[config.mk]
export PLATFORM = sky130hd
export DESIGN_NAME = lbus_cycle_front
export DESIGN_NICKNAME = d
export VERILOG_FILES = /design/src/rtl/lbus_front_pkg.sv /design/src/rtl/lbus_front_ctrl.sv /design/src/rtl/lbus_front_dp.sv /design/src/rtl/lbus_cycle_front.sv
export SDC_FILE = /design/constraint.sdc
export NUM_CORES = 1
export LEC_CHECK = 0
export BUFFER_PORTS_ARGS = -buffer_cell sky130_fd_sc_hd__buf_2
export CAP_MARGIN = 15
export CORE_UTILIZATION = 44
export DETAILED_ROUTE_END_ITERATION = 8
export PLACE_DENSITY = 0.71
export SLEW_MARGIN = 10
export SYNTH_ARGS = -nofsm -noshare
export SYNTH_HDL_FRONTEND = slang
export SYNTH_SLANG_ARGS = --single-unit
export TNS_END_PERCENT = 10
[constraint.sdc]
create_clock -name clk -period 1.55 [get_ports clk]
set_clock_uncertainty 0.15 [all_clocks]
set_input_delay 0 -clock clk [delete_from_list [all_inputs] [get_ports clk]]
set_output_delay 0 -clock clk [all_outputs]
set_load 0.02 [all_outputs]
[src/rtl/lbus_front_pkg.sv]
package lbus_front_pkg;

  localparam int NIB_W  = 4;
  localparam int KIND_W = 2;

  typedef logic [NIB_W-1:0] nib_t;

  localparam nib_t CODE_GEN    = 4'b0000;
  localparam nib_t CODE_HUB_RD = 4'b1101;
  localparam nib_t CODE_HUB_WR = 4'b1110;
  localparam logic [1:0] TYPE_MEM = 2'b01;

  typedef enum logic [KIND_W-1:0] {
    KIND_GEN_RD = 2'b00,
    KIND_GEN_WR = 2'b01,
    KIND_HUB_RD = 2'b10,
    KIND_HUB_WR = 2'b11
  } cycKind_e;

  typedef enum logic [1:0] {
    ST_IDLE   = 2'b00,
    ST_HOLD   = 2'b01,
    ST_STREAM = 2'b10
  } frontState_e;

  typedef struct packed {
    logic     startPulse;
    cycKind_e kind;
    logic     nibStrobe;
    logic     oeNext;
  } ctrlStrobes_t;

endpackage

[src/rtl/lbus_front_ctrl.sv]
module lbus_front_ctrl
  import lbus_front_pkg::*;
(
  input  logic         clk,
  input  logic         rstN,
  input  logic         muxSel,
  input  logic         frameN,
  input  nib_t         ladIn,
  input  logic         drvReq,
  output ctrlStrobes_t strb
);

  frontState_e stateQ, stateD;
  nib_t        openQ, openD;

  always_comb begin
    stateD = stateQ;
    openD  = openQ;
    strb   = '0;
    if (muxSel) begin
      stateD = ST_IDLE;
    end else if (!frameN) begin
      // latest low-frame nibble overwrites earlier ones
      stateD = ST_HOLD;
      openD  = ladIn;
    end else begin
      case (stateQ)
        ST_HOLD: begin
          stateD = ST_IDLE;
          if (openQ == CODE_GEN) begin
            if (ladIn[3:2] == TYPE_MEM) begin
              stateD          = ST_STREAM;
              strb.startPulse = 1'b1;
              strb.kind       = ladIn[1] ? KIND_GEN_WR : KIND_GEN_RD;
            end
          end else if (openQ == CODE_HUB_RD) begin
            stateD          = ST_STREAM;
            strb.startPulse = 1'b1;
            strb.kind       = KIND_HUB_RD;
            strb.nibStrobe  = 1'b1;
          end else if (openQ == CODE_HUB_WR) begin
            stateD          = ST_STREAM;
            strb.startPulse = 1'b1;
            strb.kind       = KIND_HUB_WR;
            strb.nibStrobe  = 1'b1;
          end
        end
        ST_STREAM: begin
          strb.nibStrobe = 1'b1;
          strb.oeNext    = drvReq;
        end
        default: ;
      endcase
    end
  end

  always_ff @(posedge clk) begin
    if (!rstN) begin
      stateQ <= ST_IDLE;
      openQ  <= '0;
    end else begin
      stateQ <= stateD;
      openQ  <= openD;
    end
  end

  AST_FRAME_TO_HOLD: assert property (@(posedge clk) disable iff (!rstN)
    (!muxSel && !frameN) |=> (stateQ == ST_HOLD));

  AST_MUX_TO_IDLE: assert property (@(posedge clk) disable iff (!rstN)
    muxSel |=> (stateQ == ST_IDLE));

endmodule

[src/rtl/lbus_front_dp.sv]
module lbus_front_dp
  import lbus_front_pkg::*;
(
  input  logic               clk,
  input  logic               rstN,
  input  logic               frameN,
  input  logic               muxSel,
  input  logic               drvReq,
  input  nib_t               ladIn,
  input  ctrlStrobes_t       strb,
  output logic               cycStart,
  output logic [KIND_W-1:0]  cycKind,
  output logic               nibValid,
  output nib_t               nibble,
  output logic               ladOe
);

  always_ff @(posedge clk) begin
    if (!rstN) begin
      cycStart <= 1'b0;
      cycKind  <= KIND_GEN_RD;
      nibValid <= 1'b0;
      nibble   <= '0;
      ladOe    <= 1'b0;
    end else begin
      cycStart <= strb.startPulse;
      nibValid <= strb.nibStrobe;
      ladOe    <= strb.oeNext;
      if (strb.startPulse) cycKind <= strb.kind;
      if (strb.nibStrobe)  nibble  <= ladIn;
    end
  end

  AST_OE_DROP_ON_FRAME: assert property (@(posedge clk) disable iff (!rstN)
    !frameN |=> (!ladOe && !nibValid));

  AST_MUX_SILENT: assert property (@(posedge clk) disable iff (!rstN)
    muxSel |=> (!ladOe && !nibValid && !cycStart));

  AST_OE_NEEDS_REQ: assert property (@(posedge clk) disable iff (!rstN)
    ladOe |-> $past(drvReq));

  AST_START_SINGLE: assert property (@(posedge clk) disable iff (!rstN)
    cycStart |=> !cycStart);

  AST_HUB_FIRST_NIB: assert property (@(posedge clk) disable iff (!rstN)
    (cycStart && cycKind[1]) |-> nibValid);

  AST_GEN_TYPE_HIDDEN: assert property (@(posedge clk) disable iff (!rstN)
    (cycStart && !cycKind[1]) |-> !nibValid);

  AST_NIB_AFTER_HIGH: assert property (@(posedge clk) disable iff (!rstN)
    nibValid |-> $past(frameN));

endmodule

[src/rtl/lbus_cycle_front.sv]
module lbus_cycle_front
  import lbus_front_pkg::*;
(
  input  logic              clk,
  input  logic              rstN,
  input  logic              muxSel,
  input  logic              frameN,
  input  logic [NIB_W-1:0]  ladIn,
  input  logic              drvReq,
  output logic              cycStart,
  output logic [KIND_W-1:0] cycKind,
  output logic              nibValid,
  output logic [NIB_W-1:0]  nibble,
  output logic              ladOe
);

  ctrlStrobes_t strb;

  lbus_front_ctrl ctrl_i (
    .clk    (clk),
    .rstN   (rstN),
    .muxSel (muxSel),
    .frameN (frameN),
    .ladIn  (ladIn),
    .drvReq (drvReq),
    .strb   (strb)
  );

  lbus_front_dp dp_i (
    .clk      (clk),
    .rstN     (rstN),
    .frameN   (frameN),
    .muxSel   (muxSel),
    .drvReq   (drvReq),
    .ladIn    (ladIn),
    .strb     (strb),
    .cycStart (cycStart),
    .cycKind  (cycKind),
    .nibValid (nibValid),
    .nibble   (nibble),
    .ladOe    (ladOe)
  );

  AST_RESET_QUIET: assert property (@(posedge clk)
    !rstN |=> (!cycStart && !nibValid && !ladOe));

endmodule

==> flow_summary.ini <==
[status]
status = finished clean

[die]
die_area_um2 = 1680
row_count = 13
die-width_um = 40.9
die_y_um = 40.9
io_pins = 18
start_util_pct = 49.4
coreArea_um2 = 1350

[yosys]
syn_area_per_cell_um2 = 9.26
synth-seq-cells = 15
synth_common_cells = dfxtp_1 (15), nand2_1 (13), o21ai_0 (6), a21boi_0 (5), mux2i_1 (5)
synth_top_cell_by_area = dfxtp_1
yosys_most_used_dff = dfxtp_1
yosys-top-cells-area = dfxtp_1 (45%), mux2i_1 (7.5%), nand2_1 (7.3%)
ys_warn_count = 0
synth.yosys.seq_area_share_pct = 45.0
netlist_area_um2 = 667
synth_edf_count = 0
synth-async-reset-ratio_pct = 0
yosys.cell_count.top_type = dfxtp_1
synthDistinctLibCells = 25
synth_top_area_share_pct = 45.0
syn_nets = 83
syn_inst = 72

[routing]
wl_per_cell_um = 12.1
drt-initial-drc-count = 20
via_count = 639
first_pass_iters = 4
drc = 0
vias_per_cell = 5.24
routed_wl_mm = 1.48
drtAntennaViolNets = 0

[finish]
drive_above_1_share_pct = 37.4
fin_nets = 119
fillers = 106
antenna-diode-count = 0
final_util_pct = 74.2
syn_to_final_growth_pct = 50.3

[clock_network]
cts_tree = done
clock_sinks = 15
clk_path_buf_depth = 2
root_buffer = clkbuf_4
clkTransAtPathRegs_ps = 80
numCtsBuffers = 3
clk-insertion-delay-late_ps = 280
ctsHtreeMaxLevel = 1

[critical_path]
endpoint = dp_i.nibble[0]
reg2reg_depth = 6
regToRegEndpoint = dp_i.nibble[0]
path_depth = 6
end_kind = flip-flop
cp.required_ps = 1610
crit_family = flip-flops
crit_start = ctrl_i.stateQ[1]
r2r-start = ctrl_i.stateQ[1]
crit_type = flip-flop to flip-flop
crit_fanout = 5
rrSetupSlack_ps = 50
cp.buffers_inverters = 2
start_kind = flip-flop
cp.arrival_ps = 1560
slowest_delay_ps = 330
crit_chain = inv_2, ha_4, nand4_2, a211oi_4, buf_6, mux2i_1
cpMaxStageDelayCell = dfxtp_2

[power]
power_density_nw_per_um2 = 706
ir_drop_uv = 566
power.leakage_nw = 0.403

[placement]
port_buffers = 17
place_congestion = 0.789
pre_cts_ws_ps = -83.6
dp_hpwl_um = 895

[worst_hold_path]
hold_class = input pin to flip-flop
min_from = muxSel

[grt]
grt_pass1_wl_mm = 2.28
track_usage_pct = 21.2
grt-ovfl-total = 0
grt_max_degree = 21
antenna_found_initial = 0
grt_pass1_vias = 578

[timing]
relSlewSlack_pct = 79.1
finalMaxSlewViolations = 0
finalHoldViolCount = 0
min_period_ps = 1500
period_share_pct = 97.1
rsz0062_at_grt = yes
layout_setup_ws_ps = 45.4
max_freq_mhz = 665
tightest_slew_ps = 313
setup_viol = 0

[run]
cap_violations = 0
metal layers:
layer / vias to the layer above / wire (µm) / track usage (%)
met5: - / 0 / 0
met4: 0 / 14 / 10.0
met3: 4 / 72 / 4.89
met2: 23 / 729 / 36.7
met1: 294 / 659 / 24.0
li1: 318 / - / -
cells in the final DEF, fill, tap and decap left out:
| cell | n |
|---|---|
| buf_2 | 16 |
| nand2_1 | 13 |
| dlygate4sd3_1 | 12 |
| dfxtp_1 | 11 |
| o21ai_0 | 5 |
| mux2i_1 | 5 |
| clkbuf_4 | 4 |
| dfxtp_2 | 4 |
| nor2_1 | 3 |
| a21boi_0 | 3 |
| buf_4 | 3 |
| inv_1 | 2 |
| a21boi_1 | 2 |
| nand4_1 | 2 |
| inv_2 | 1 |
| or2b_1 | 1 |
| nor4b_4 | 1 |
| nand3_2 | 1 |
| o21ai_1 | 1 |
| xor2_2 | 1 |
| nand4_2 | 1 |
| or2_2 | 1 |
| a21oi_4 | 1 |
| and2_1 | 1 |
| nand3_1 | 1 |
| nor3_1 | 1 |
| o21a_1 | 1 |
| a211oi_4 | 1 |
| and2_2 | 1 |
| and3b_1 | 1 |
| and2b_2 | 1 |
| a21bo_2 | 1 |
| ha_1 | 1 |
| ha_4 | 1 |
| clkbuf_1 | 1 |
| buf_6 | 1 |
report_power, final:
group / switching [W] / leakage [nW] / total [W] / internal, W
combinational: 0.0000409 / 0.265 / 0.0000888 / 0.0000479
clock: 0.000120 / 0.0150 / 0.000220 / 0.000100
sequential: 0.00000729 / 0.123 / 0.000399 / 0.000392
total: 0.000168 / 0.403 / 0.000708 / 0.000540
area by class of cell:
class / instances / area, µm² / share of cell area, %
Timing Repair Buffer: 33 / 241 / 24.1
Multi-Input combinational cell: 52 / 399 / 39.8
Clock buffer: 4 / 26.3 / 2.62
Tap cell: 15 / 18.8 / 1.87
Inverter: 3 / 11.3 / 1.12
Sequential cell: 15 / 305 / 30.5
flip-flops by register name, indices dropped and copies added, names as in the netlist:
name,flops
dp_i.ladOe,1
dp_i.nibValid,1
ctrl_i.stateQ,2
ctrl_i.openQ,4
dp_i.cycKind,2
dp_i.nibble,4
dp_i.cycStart,1
cell families (layout without fill, tap and decap cells):
kind of cell / count (synthesis) / count (layout) / synth area share (%)
XOR/XNOR: 1 / 1 / 1.31
adder cells (fa/ha/maj): 2 / 2 / 3.75
AND/OR/NAND/NOR: 29 / 29 / 23.1
multiplexers: 5 / 5 / 7.50
flip-flops: 15 / 15 / 45.0
AO/OA/AOI/OAI: 15 / 15 / 16.5
buffers and inverters: 5 / 40 / 2.81
how the worst min path moves through the flow:
stage | slack, ps | endpoint | depth (start not counted)
global route | 110 | dp_i.ladOe | 3
global placement | 100 | dp_i.ladOe | 3
CTS | 30 | dp_i.ladOe | 3
detailed placement | 110 | dp_i.ladOe | 3
floorplan | -10 | dp_i.ladOe | 2
finish | 60 | dp_i.ladOe | 3
tightest hold or removal path, cell delays in order:
cell    delay (ps)
buf_2           90
or2b_1         280
nor2_1          80
timing repair:
item                                    4_1_cts  5_1_grt
endpoints found under the setup margin        8       10
hold buffers                                 13        0
hold endpoints to repair                     14        0
resized for setup                             4       13
pin swaps                                     2        5
setup buffers                                 0        0
stage by stage:
| stage | total power [W] | instance area [µm²] | cells | TNS, ps | hold WS (ps) |
|---|---|---|---|---|---|
| finish | 0.000708 | 1000 | 122 | 0 | 61.1 |
| global route | 0.000740 | 1000 | 122 | -95.2 | 114 |
| CTS | 0.000707 | 975 | 123 | -25.3 | 33.6 |
| detailed placement | 0.000462 | 800 | 106 | -214 | 107 |
| global placement | 0.000461 | 800 | 106 | -37.1 | 97.2 |
| floorplan | 0.000437 | 673 | 72 | 0 | -11.4 |
Power figures use the tool's default switching activity.
